===== src/rtl/alloc_hint_pkg.sv =====
package alloc_hint_pkg;

    typedef enum logic [1:0] {
        SRC_DMA   = 2'd0,
        SRC_HT    = 2'd1,
        SRC_PCI   = 2'd2,
        SRC_OTHER = 2'd3
    } src_e;

    typedef enum logic [1:0] {
        KIND_DATA = 2'd0,
        KIND_DESC = 2'd1,
        KIND_HDR  = 2'd2,
        KIND_RSVD = 2'd3
    } kind_e;

    typedef enum logic [2:0] {
        REG_WIN_BASE = 3'd0,
        REG_WIN_MASK = 3'd1,
        REG_CTRL     = 3'd2,
        REG_DESC_EN  = 3'd3,
        REG_HDR_EN   = 3'd4,
        REG_PCI_ATTR = 3'd5
    } reg_e;

endpackage


===== src/rtl/alloc_hint_cfg.sv =====
module alloc_hint_cfg
    import alloc_hint_pkg::*;
#(
    parameter int ADDR_W  = 32,
    parameter int NUM_DMA = 4,
    parameter int NUM_WIN = 4
) (
    input  logic               clk,
    input  logic               rst_n,
    input  logic               we,
    input  logic [2:0]         sel,
    input  logic [ADDR_W-1:0]  wdata,
    output logic [ADDR_W-1:0]  win_base,
    output logic [ADDR_W-1:0]  win_mask,
    output logic               win_en,
    output logic [NUM_DMA-1:0] desc_en,
    output logic [NUM_DMA-1:0] hdr_en,
    output logic [NUM_WIN-1:0] pci_attr
);

    typedef struct packed {
        logic [ADDR_W-1:0]  base;
        logic [ADDR_W-1:0]  mask;
        logic               rev;
        logic [NUM_DMA-1:0] desc;
        logic [NUM_DMA-1:0] hdr;
        logic [NUM_WIN-1:0] attr;
    } cfg_t;

    cfg_t cfg_d, cfg_q;

    always_comb begin
        cfg_d = cfg_q;
        if (we) begin
            case (reg_e'(sel))
                REG_WIN_BASE: cfg_d.base = wdata;
                REG_WIN_MASK: cfg_d.mask = wdata;
                REG_CTRL:     cfg_d.rev  = wdata[0];
                REG_DESC_EN:  cfg_d.desc = wdata[NUM_DMA-1:0];
                REG_HDR_EN:   cfg_d.hdr  = wdata[NUM_DMA-1:0];
                REG_PCI_ATTR: cfg_d.attr = wdata[NUM_WIN-1:0];
                default:      cfg_d = cfg_q;
            endcase
        end
    end

    always_ff @(posedge clk) begin
        if (!rst_n) cfg_q <= '0;
        else        cfg_q <= cfg_d;
    end

    assign win_base = cfg_q.base;
    assign win_mask = cfg_q.mask;
    assign win_en   = cfg_q.rev;
    assign desc_en  = cfg_q.desc;
    assign hdr_en   = cfg_q.hdr;
    assign pci_attr = cfg_q.attr;

    // a control write lands on the next edge
    p_ctrl_write_r9: assert property (@(posedge clk) disable iff (!rst_n)
        we && sel == REG_CTRL |=> win_en == $past(wdata[0]));

    // without a write, the settings hold
    p_hold_r9: assert property (@(posedge clk) disable iff (!rst_n)
        !we |=> $stable(desc_en) && $stable(hdr_en) && $stable(win_en));

endmodule


===== src/rtl/alloc_hint_win.sv =====
module alloc_hint_win #(
    parameter int ADDR_W = 32
) (
    input  logic [ADDR_W-1:0] addr,
    input  logic [ADDR_W-1:0] base,
    input  logic [ADDR_W-1:0] mask,
    output logic              hit
);

    logic [ADDR_W-1:0] diff;

    for (genvar b = 0; b < ADDR_W; b++) begin : g_bit
        assign diff[b] = mask[b] & (addr[b] ^ base[b]);
    end

    assign hit = ~|diff;

endmodule


===== src/rtl/alloc_hint_stage.sv =====
module alloc_hint_stage
    import alloc_hint_pkg::*;
#(
    parameter int ADDR_W  = 32,
    parameter int NUM_DMA = 4,
    parameter int NUM_WIN = 4,
    parameter int ID_W    = 2,
    parameter int WIN_W   = 2
) (
    input  logic               clk,
    input  logic               rst_n,
    input  logic               cmd_valid,
    input  logic [1:0]         cmd_src,
    input  logic [ADDR_W-1:0]  cmd_addr,
    input  logic               cmd_isoc,
    input  logic [ID_W-1:0]    cmd_dma_id,
    input  logic [1:0]         cmd_dma_kind,
    input  logic [WIN_W-1:0]   cmd_pci_win,
    input  logic               cmd_pci_hit,
    input  logic               win_hit,
    input  logic               win_en,
    input  logic [NUM_DMA-1:0] desc_en,
    input  logic [NUM_DMA-1:0] hdr_en,
    input  logic [NUM_WIN-1:0] pci_attr,
    output logic               out_valid,
    output logic [1:0]         out_src,
    output logic [ADDR_W-1:0]  out_addr,
    output logic               out_alloc
);

    typedef struct packed {
        logic              valid;
        logic [1:0]        src;
        logic [ADDR_W-1:0] addr;
        logic              alloc;
    } stage_t;

    stage_t st_d, st_q;
    logic   hint;

    always_comb begin
        hint = 1'b0;
        case (src_e'(cmd_src))
            SRC_DMA: begin
                case (kind_e'(cmd_dma_kind))
                    KIND_DESC: hint = desc_en[cmd_dma_id];
                    KIND_HDR:  hint = hdr_en[cmd_dma_id];
                    default:   hint = 1'b0;
                endcase
            end
            SRC_HT:  hint = cmd_isoc | (win_en & win_hit);
            SRC_PCI: hint = cmd_pci_hit & pci_attr[cmd_pci_win];
            default: hint = 1'b0;
        endcase

        st_d.valid = cmd_valid;
        st_d.src   = cmd_src;
        st_d.addr  = cmd_addr;
        st_d.alloc = cmd_valid & hint;
    end

    always_ff @(posedge clk) begin
        if (!rst_n) st_q <= '0;
        else        st_q <= st_d;
    end

    assign out_valid = st_q.valid;
    assign out_src   = st_q.src;
    assign out_addr  = st_q.addr;
    assign out_alloc = st_q.alloc;

    p_valid_follow_r1: assert property (@(posedge clk) disable iff (!rst_n)
        cmd_valid |=> out_valid);
    p_idle_follow_r1: assert property (@(posedge clk) disable iff (!rst_n)
        !cmd_valid |=> !out_valid);
    p_addr_follow_r1: assert property (@(posedge clk) disable iff (!rst_n)
        cmd_valid |=> out_addr == $past(cmd_addr));
    p_payload_none_r3: assert property (@(posedge clk) disable iff (!rst_n)
        cmd_valid && cmd_src == SRC_DMA && cmd_dma_kind == KIND_DATA |=> !out_alloc);
    p_isoc_alloc_r4: assert property (@(posedge clk) disable iff (!rst_n)
        cmd_valid && cmd_src == SRC_HT && cmd_isoc |=> out_alloc);
    p_window_gate_r6: assert property (@(posedge clk) disable iff (!rst_n)
        cmd_valid && cmd_src == SRC_HT && !cmd_isoc && !win_en |=> !out_alloc);
    p_pci_miss_r7: assert property (@(posedge clk) disable iff (!rst_n)
        cmd_valid && cmd_src == SRC_PCI && !cmd_pci_hit |=> !out_alloc);
    p_other_zero_r8: assert property (@(posedge clk) disable iff (!rst_n)
        cmd_valid && cmd_src == SRC_OTHER |=> !out_alloc);
    p_idle_noalloc_r8: assert property (@(posedge clk) disable iff (!rst_n)
        !out_valid |-> !out_alloc);

endmodule


===== src/rtl/alloc_hint_gen.sv =====
module alloc_hint_gen
    import alloc_hint_pkg::*;
#(
    parameter int ADDR_W  = 32,
    parameter int NUM_DMA = 4,
    parameter int NUM_WIN = 4,
    parameter int ID_W    = (NUM_DMA > 1) ? $clog2(NUM_DMA) : 1,
    parameter int WIN_W   = (NUM_WIN > 1) ? $clog2(NUM_WIN) : 1
) (
    input  logic              clk,
    input  logic              rst_n,
    input  logic              cfg_we,
    input  logic [2:0]        cfg_sel,
    input  logic [ADDR_W-1:0] cfg_wdata,
    input  logic              cmd_valid,
    input  logic [1:0]        cmd_src,
    input  logic [ADDR_W-1:0] cmd_addr,
    input  logic              cmd_isoc,
    input  logic [ID_W-1:0]   cmd_dma_id,
    input  logic [1:0]        cmd_dma_kind,
    input  logic [WIN_W-1:0]  cmd_pci_win,
    input  logic              cmd_pci_hit,
    output logic              out_valid,
    output logic [1:0]        out_src,
    output logic [ADDR_W-1:0] out_addr,
    output logic              out_alloc
);

    logic [ADDR_W-1:0]  win_base, win_mask;
    logic               win_en, win_hit;
    logic [NUM_DMA-1:0] desc_en, hdr_en;
    logic [NUM_WIN-1:0] pci_attr;

    alloc_hint_cfg #(
        .ADDR_W(ADDR_W), .NUM_DMA(NUM_DMA), .NUM_WIN(NUM_WIN)
    ) u_cfg (
        .clk(clk), .rst_n(rst_n), .we(cfg_we), .sel(cfg_sel), .wdata(cfg_wdata),
        .win_base(win_base), .win_mask(win_mask), .win_en(win_en),
        .desc_en(desc_en), .hdr_en(hdr_en), .pci_attr(pci_attr)
    );

    alloc_hint_win #(.ADDR_W(ADDR_W)) u_win (
        .addr(cmd_addr), .base(win_base), .mask(win_mask), .hit(win_hit)
    );

    alloc_hint_stage #(
        .ADDR_W(ADDR_W), .NUM_DMA(NUM_DMA), .NUM_WIN(NUM_WIN),
        .ID_W(ID_W), .WIN_W(WIN_W)
    ) u_stage (
        .clk(clk), .rst_n(rst_n),
        .cmd_valid(cmd_valid), .cmd_src(cmd_src), .cmd_addr(cmd_addr),
        .cmd_isoc(cmd_isoc), .cmd_dma_id(cmd_dma_id), .cmd_dma_kind(cmd_dma_kind),
        .cmd_pci_win(cmd_pci_win), .cmd_pci_hit(cmd_pci_hit),
        .win_hit(win_hit), .win_en(win_en), .desc_en(desc_en), .hdr_en(hdr_en),
        .pci_attr(pci_attr),
        .out_valid(out_valid), .out_src(out_src), .out_addr(out_addr),
        .out_alloc(out_alloc)
    );

endmodule


===== config.mk =====
export PLATFORM = sky130hd
export DESIGN_NAME = alloc_hint_gen
export DESIGN_NICKNAME = d
export VERILOG_FILES = /design/src/rtl/alloc_hint_pkg.sv /design/src/rtl/alloc_hint_cfg.sv /design/src/rtl/alloc_hint_win.sv /design/src/rtl/alloc_hint_stage.sv /design/src/rtl/alloc_hint_gen.sv
export SDC_FILE = /design/constraint.sdc
export NUM_CORES = 1
export LEC_CHECK = 0
export ABC_AREA = 1
export BUFFER_PORTS_ARGS = -buffer_cell sky130_fd_sc_hd__clkbuf_2
export CAP_MARGIN = 20
export CORE_AREA = 2 2 94 96
export CTS_BUF_LIST = sky130_fd_sc_hd__clkbuf_2
export DETAILED_ROUTE_END_ITERATION = 12
export DIE_AREA = 0 0 96 98
export PLACE_DENSITY = 0.81
export RECOVER_POWER = 50
export SYNTH_ARGS = -nofsm -noshare
export SYNTH_HDL_FRONTEND = slang
export SYNTH_SLANG_ARGS = --single-unit

===== constraint.sdc =====
create_clock -name clk -period 1.5 [get_ports clk]
set_clock_uncertainty 0.05 [all_clocks]
set_input_delay 0.375 -clock clk [delete_from_list [all_inputs] [get_ports clk]]
set_output_delay 0.375 -clock clk [all_outputs]
set_load 0.05 [all_outputs]

==> results.toml <==
[status]
status = "complete, but fails checks"
violations = "negative setup slack"

[drt]
drt_iter0_markers = 206
avgViaCountPerCell = 5.064
drc = 0
ant_nets = 0
drtPass1Iterations = 6
via_count = 4760
wl_mm = 13.28
avgRoutedWirePerCell_microns = 14.13

[worst_setup_path]
path_buf_inv = 1
reg2reg_depth = 10
rrSetupSlack_ns = 0.06
crit_type = "reg -> out"
cp_slowest_cell = "dfxtp_2"
max_stage_delay_ns = 0.38
endpoint_kind = "output port"
critical-path-top-delay-family = "flip-flops"
worstPathRequired_ns = 1.07
r2r-end = "u_stage.out_alloc"
r2r_start = "u_cfg.win_base[15]"
crit_cells = 1
critPathMaxFanout = 1
crit_end = "out_valid"
path_cells = "clkbuf_16"
crit_start = "u_stage.out_valid"
arrival_ns = 1.13
cp-start-kind = "flip-flop"

[placed_design]
place_inst = 845
placed_area_sq_um = 5260
place_ws_ns = -0.02724
hpwlAfterDp_mm = 7.621
port_buffers = 116
gp_congestion = 0.8540

[min_path]
hp-class = "in -> reg"
holdCritStartpoint = "cmd_isoc"

[final_layout]
drive_gt1_share_pct = 19.23
multiInputGateArea_sq_um = 1819
finish.instance_area_sq_um = 6507
syn2layout_area_growth_pct = 44.15
nNetsFinal = 905
regArea_sq_um = 2312
utilization_pct = 76.87
fillers = 599
antennaDiodeCount = 0
final_cell_count_no_fill = 940

[die]
die_h_microns = 98
design.core.area_sq_um = 8466
die_area_sq_um = 9408
die_w_microns = 96
fp-row-count = 34
io_pins = 117
initial_core_util_pct = 53.33

[yosys]
yosysSeqAreaShare_pct = 50.11
synthesis.nets = 717
syn_area_sq_um = 4514
synth_cell_type_count = 28
avgSynthCellArea_sq_um = 7.120
synth-warning-count = 0
synthCells = 634
synth_seq_cells = 113

[power]
combPwrFrac_pct = 16.2
p_per_area_nw_per_um2 = 948.2
p_switching_mw = 1.685
swShare_pct = 27.31
pwr-share-seq_pct = 52.1
peakVddDrop_mv = 0.7786
p_int_mw = 4.485
leakage_nw = 3.224
finalPower_mw = 6.170
clkPwrFrac_pct = 31.7

[timing]
period_share_pct = 103.7
setup_ws_ns = -0.05531
slew_violations = 0
rsz0062_at_grt = "true"
fmax_mhz = 643.0
relSlewSlack_pct = 56.04
period_needed_ns = 1.555
hold_viol = 0
setup_viol = 37
worst_pin_slew_ns = 0.6594

[grt]
grt_pass1_vias = 4828
grt_pass1_wl_mm = 21.67
overflow = 0
antenna_found_initial = 0
grtUsageTotal_pct = 29.48
grt_max_degree = 63

[clock_tree]
clk_path_buf_depth = 2
clock-root-buffer = "clkbuf_2"
cts_tree = "yes"
cts.reportedPaths.clkPinSlew_ns = 0.15
clock_latency_ns = 0.59
htree_levels = 4
cts_sinks = 113
cts_buffers = 17

[run]
drv_cap = 0
==> sequential cells by signal, summed over array words and instances (netlist names), 2 cells and up <==
register          cells
u_stage.out_src       2
u_cfg.pci_attr        4
u_cfg.win_base       32
u_cfg.hdr_en          4
u_stage.out_addr     32
u_cfg.win_mask       32
u_cfg.desc_en         4
==> power by group through the flow <==
| stage | Combinational, mW | Sequential, mW | Clock (mW) |
|---|---|---|---|
| final | 0.998 | 3.21 | 1.96 |
| after global routing | 1.08 | 3.23 | 2.12 |
| after CTS | 0.975 | 3.20 | 1.99 |
| after detailed placement | 0.744 | 3.24 | 0 |
| after global placement | 0.725 | 3.24 | 0 |
| after floorplan | 0.279 | 3.41 | 0 |
==> routing by layer <==
metal | track usage, % | vias to the layer above | share of wire, %
met2 | 51.71 | 237 | 51
met3 | 7.870 | 42 | 6.8
met4 | 12.31 | 0 | 3.3
met5 | 0 | - | 0
li1 | - | 2340 | -
met1 | 33.07 | 2141 | 39
==> per-stage QoR <==
stage / hold WS, ns / setup TNS (ns)
after global placement: 0.4007 / 0
after floorplan: 0.3939 / 0
final: 0.06833 / -0.8174
after global routing: 0.008438 / -4.585
after detailed placement: 0.4113 / -0.02724
after CTS: 0.0003141 / -3.480
==> cells by family (layout without fill, tap and decap cells) <==
group	Yosys count	in the layout	share of synthesized area [%]
compound gates	100	100	11.36
xor+xnor	2	2	0.3881
fa+ha+maj	2	2	0.5542
buf+inv	106	304	9.368
flops	113	113	50.11
simple gates	311	311	28.22
==> Yosys cell counts <==
cell / n / area, sq um
xor2_1: 2 / 17.52
o21ai_1: 12 / 60.06
nor4_1: 1 / 6.260
clkbuf_1: 10 / 37.54
nor2_1: 152 / 570.6
buf_6: 1 / 11.26
buf_2: 11 / 55.05
buf_4: 1 / 7.510
o221ai_1: 2 / 17.52
a21oi_1: 13 / 65.06
buf_1: 1 / 3.750
nand3_2: 1 / 10.01
ha_1: 2 / 25.02
nor3_1: 2 / 10.01
a31oi_1: 1 / 6.260
nand4_1: 2 / 12.51
inv_1: 78 / 292.8
or2_0: 1 / 6.260
nor2_2: 2 / 12.51
nand2_1: 105 / 394.1
nor2_4: 1 / 11.26
nor3b_1: 1 / 7.510
nand3_1: 29 / 145.1
or2_1: 14 / 87.58
dfxtp_1: 113 / 2262
a21oi_2: 1 / 8.760
o21ai_0: 71 / 355.3
inv_2: 4 / 15.01
==> worst min-delay path by stage <==
stage                              end  slack, ns  cells past startpoint
CTS                  u_cfg.pci_attr[0]     0.0003                      3
global placement    u_cfg.win_base[11]       0.40                      2
floorplan            u_cfg.win_base[0]       0.39                      2
global route         u_stage.out_alloc      0.008                      5
finish               u_stage.out_alloc       0.07                      5
detailed placement  u_cfg.win_base[10]       0.41                      2
==> cells in the final DEF, fill, tap and decap left out, types with 3 or more instances in the layout <==
master         count
inv_1             79
a21oi_1           13
dfxtp_1           73
o21ai_0           71
clkinv_1           5
o21ai_1           12
nand2_1          105
buf_8             30
clkbuf_1          37
clkbuf_2          65
nand3_1           29
bufinv_16          3
dfxtp_2           40
clkbuf_16          6
nor2_1           154
buf_4              6
dlygate4sd3_1     66
or2_1             14
==> final cells by class <==
cell class              instances  area share (%)
flip-flops and latches        113           35.53
repair buffers                193           26.36
well taps                     108           2.077
inverters                      82           4.730
multi-input cells             415           27.96
clock inverters                 9           1.807
clock buffers                  20           1.538
==> what timing repair did <==
action | in CTS | in global routing
gates resized for setup | 110 | 39
endpoints found under the setup margin | 36 | 37
setup buffers | 0 | 1
cloned | 0 | 0
pin swaps | 0 | 5
hold endpoints to repair | 99 | 0
hold buffers | 66 | 0
==> worst min-delay path, stage by stage <==
cell	delay (ns)
clkbuf_2	0.09
inv_1	0.06
nand2_1	0.05
nand2_1	0.06
a21oi_2	0.04
No activity file was read; power rests on OpenSTA's default activity.
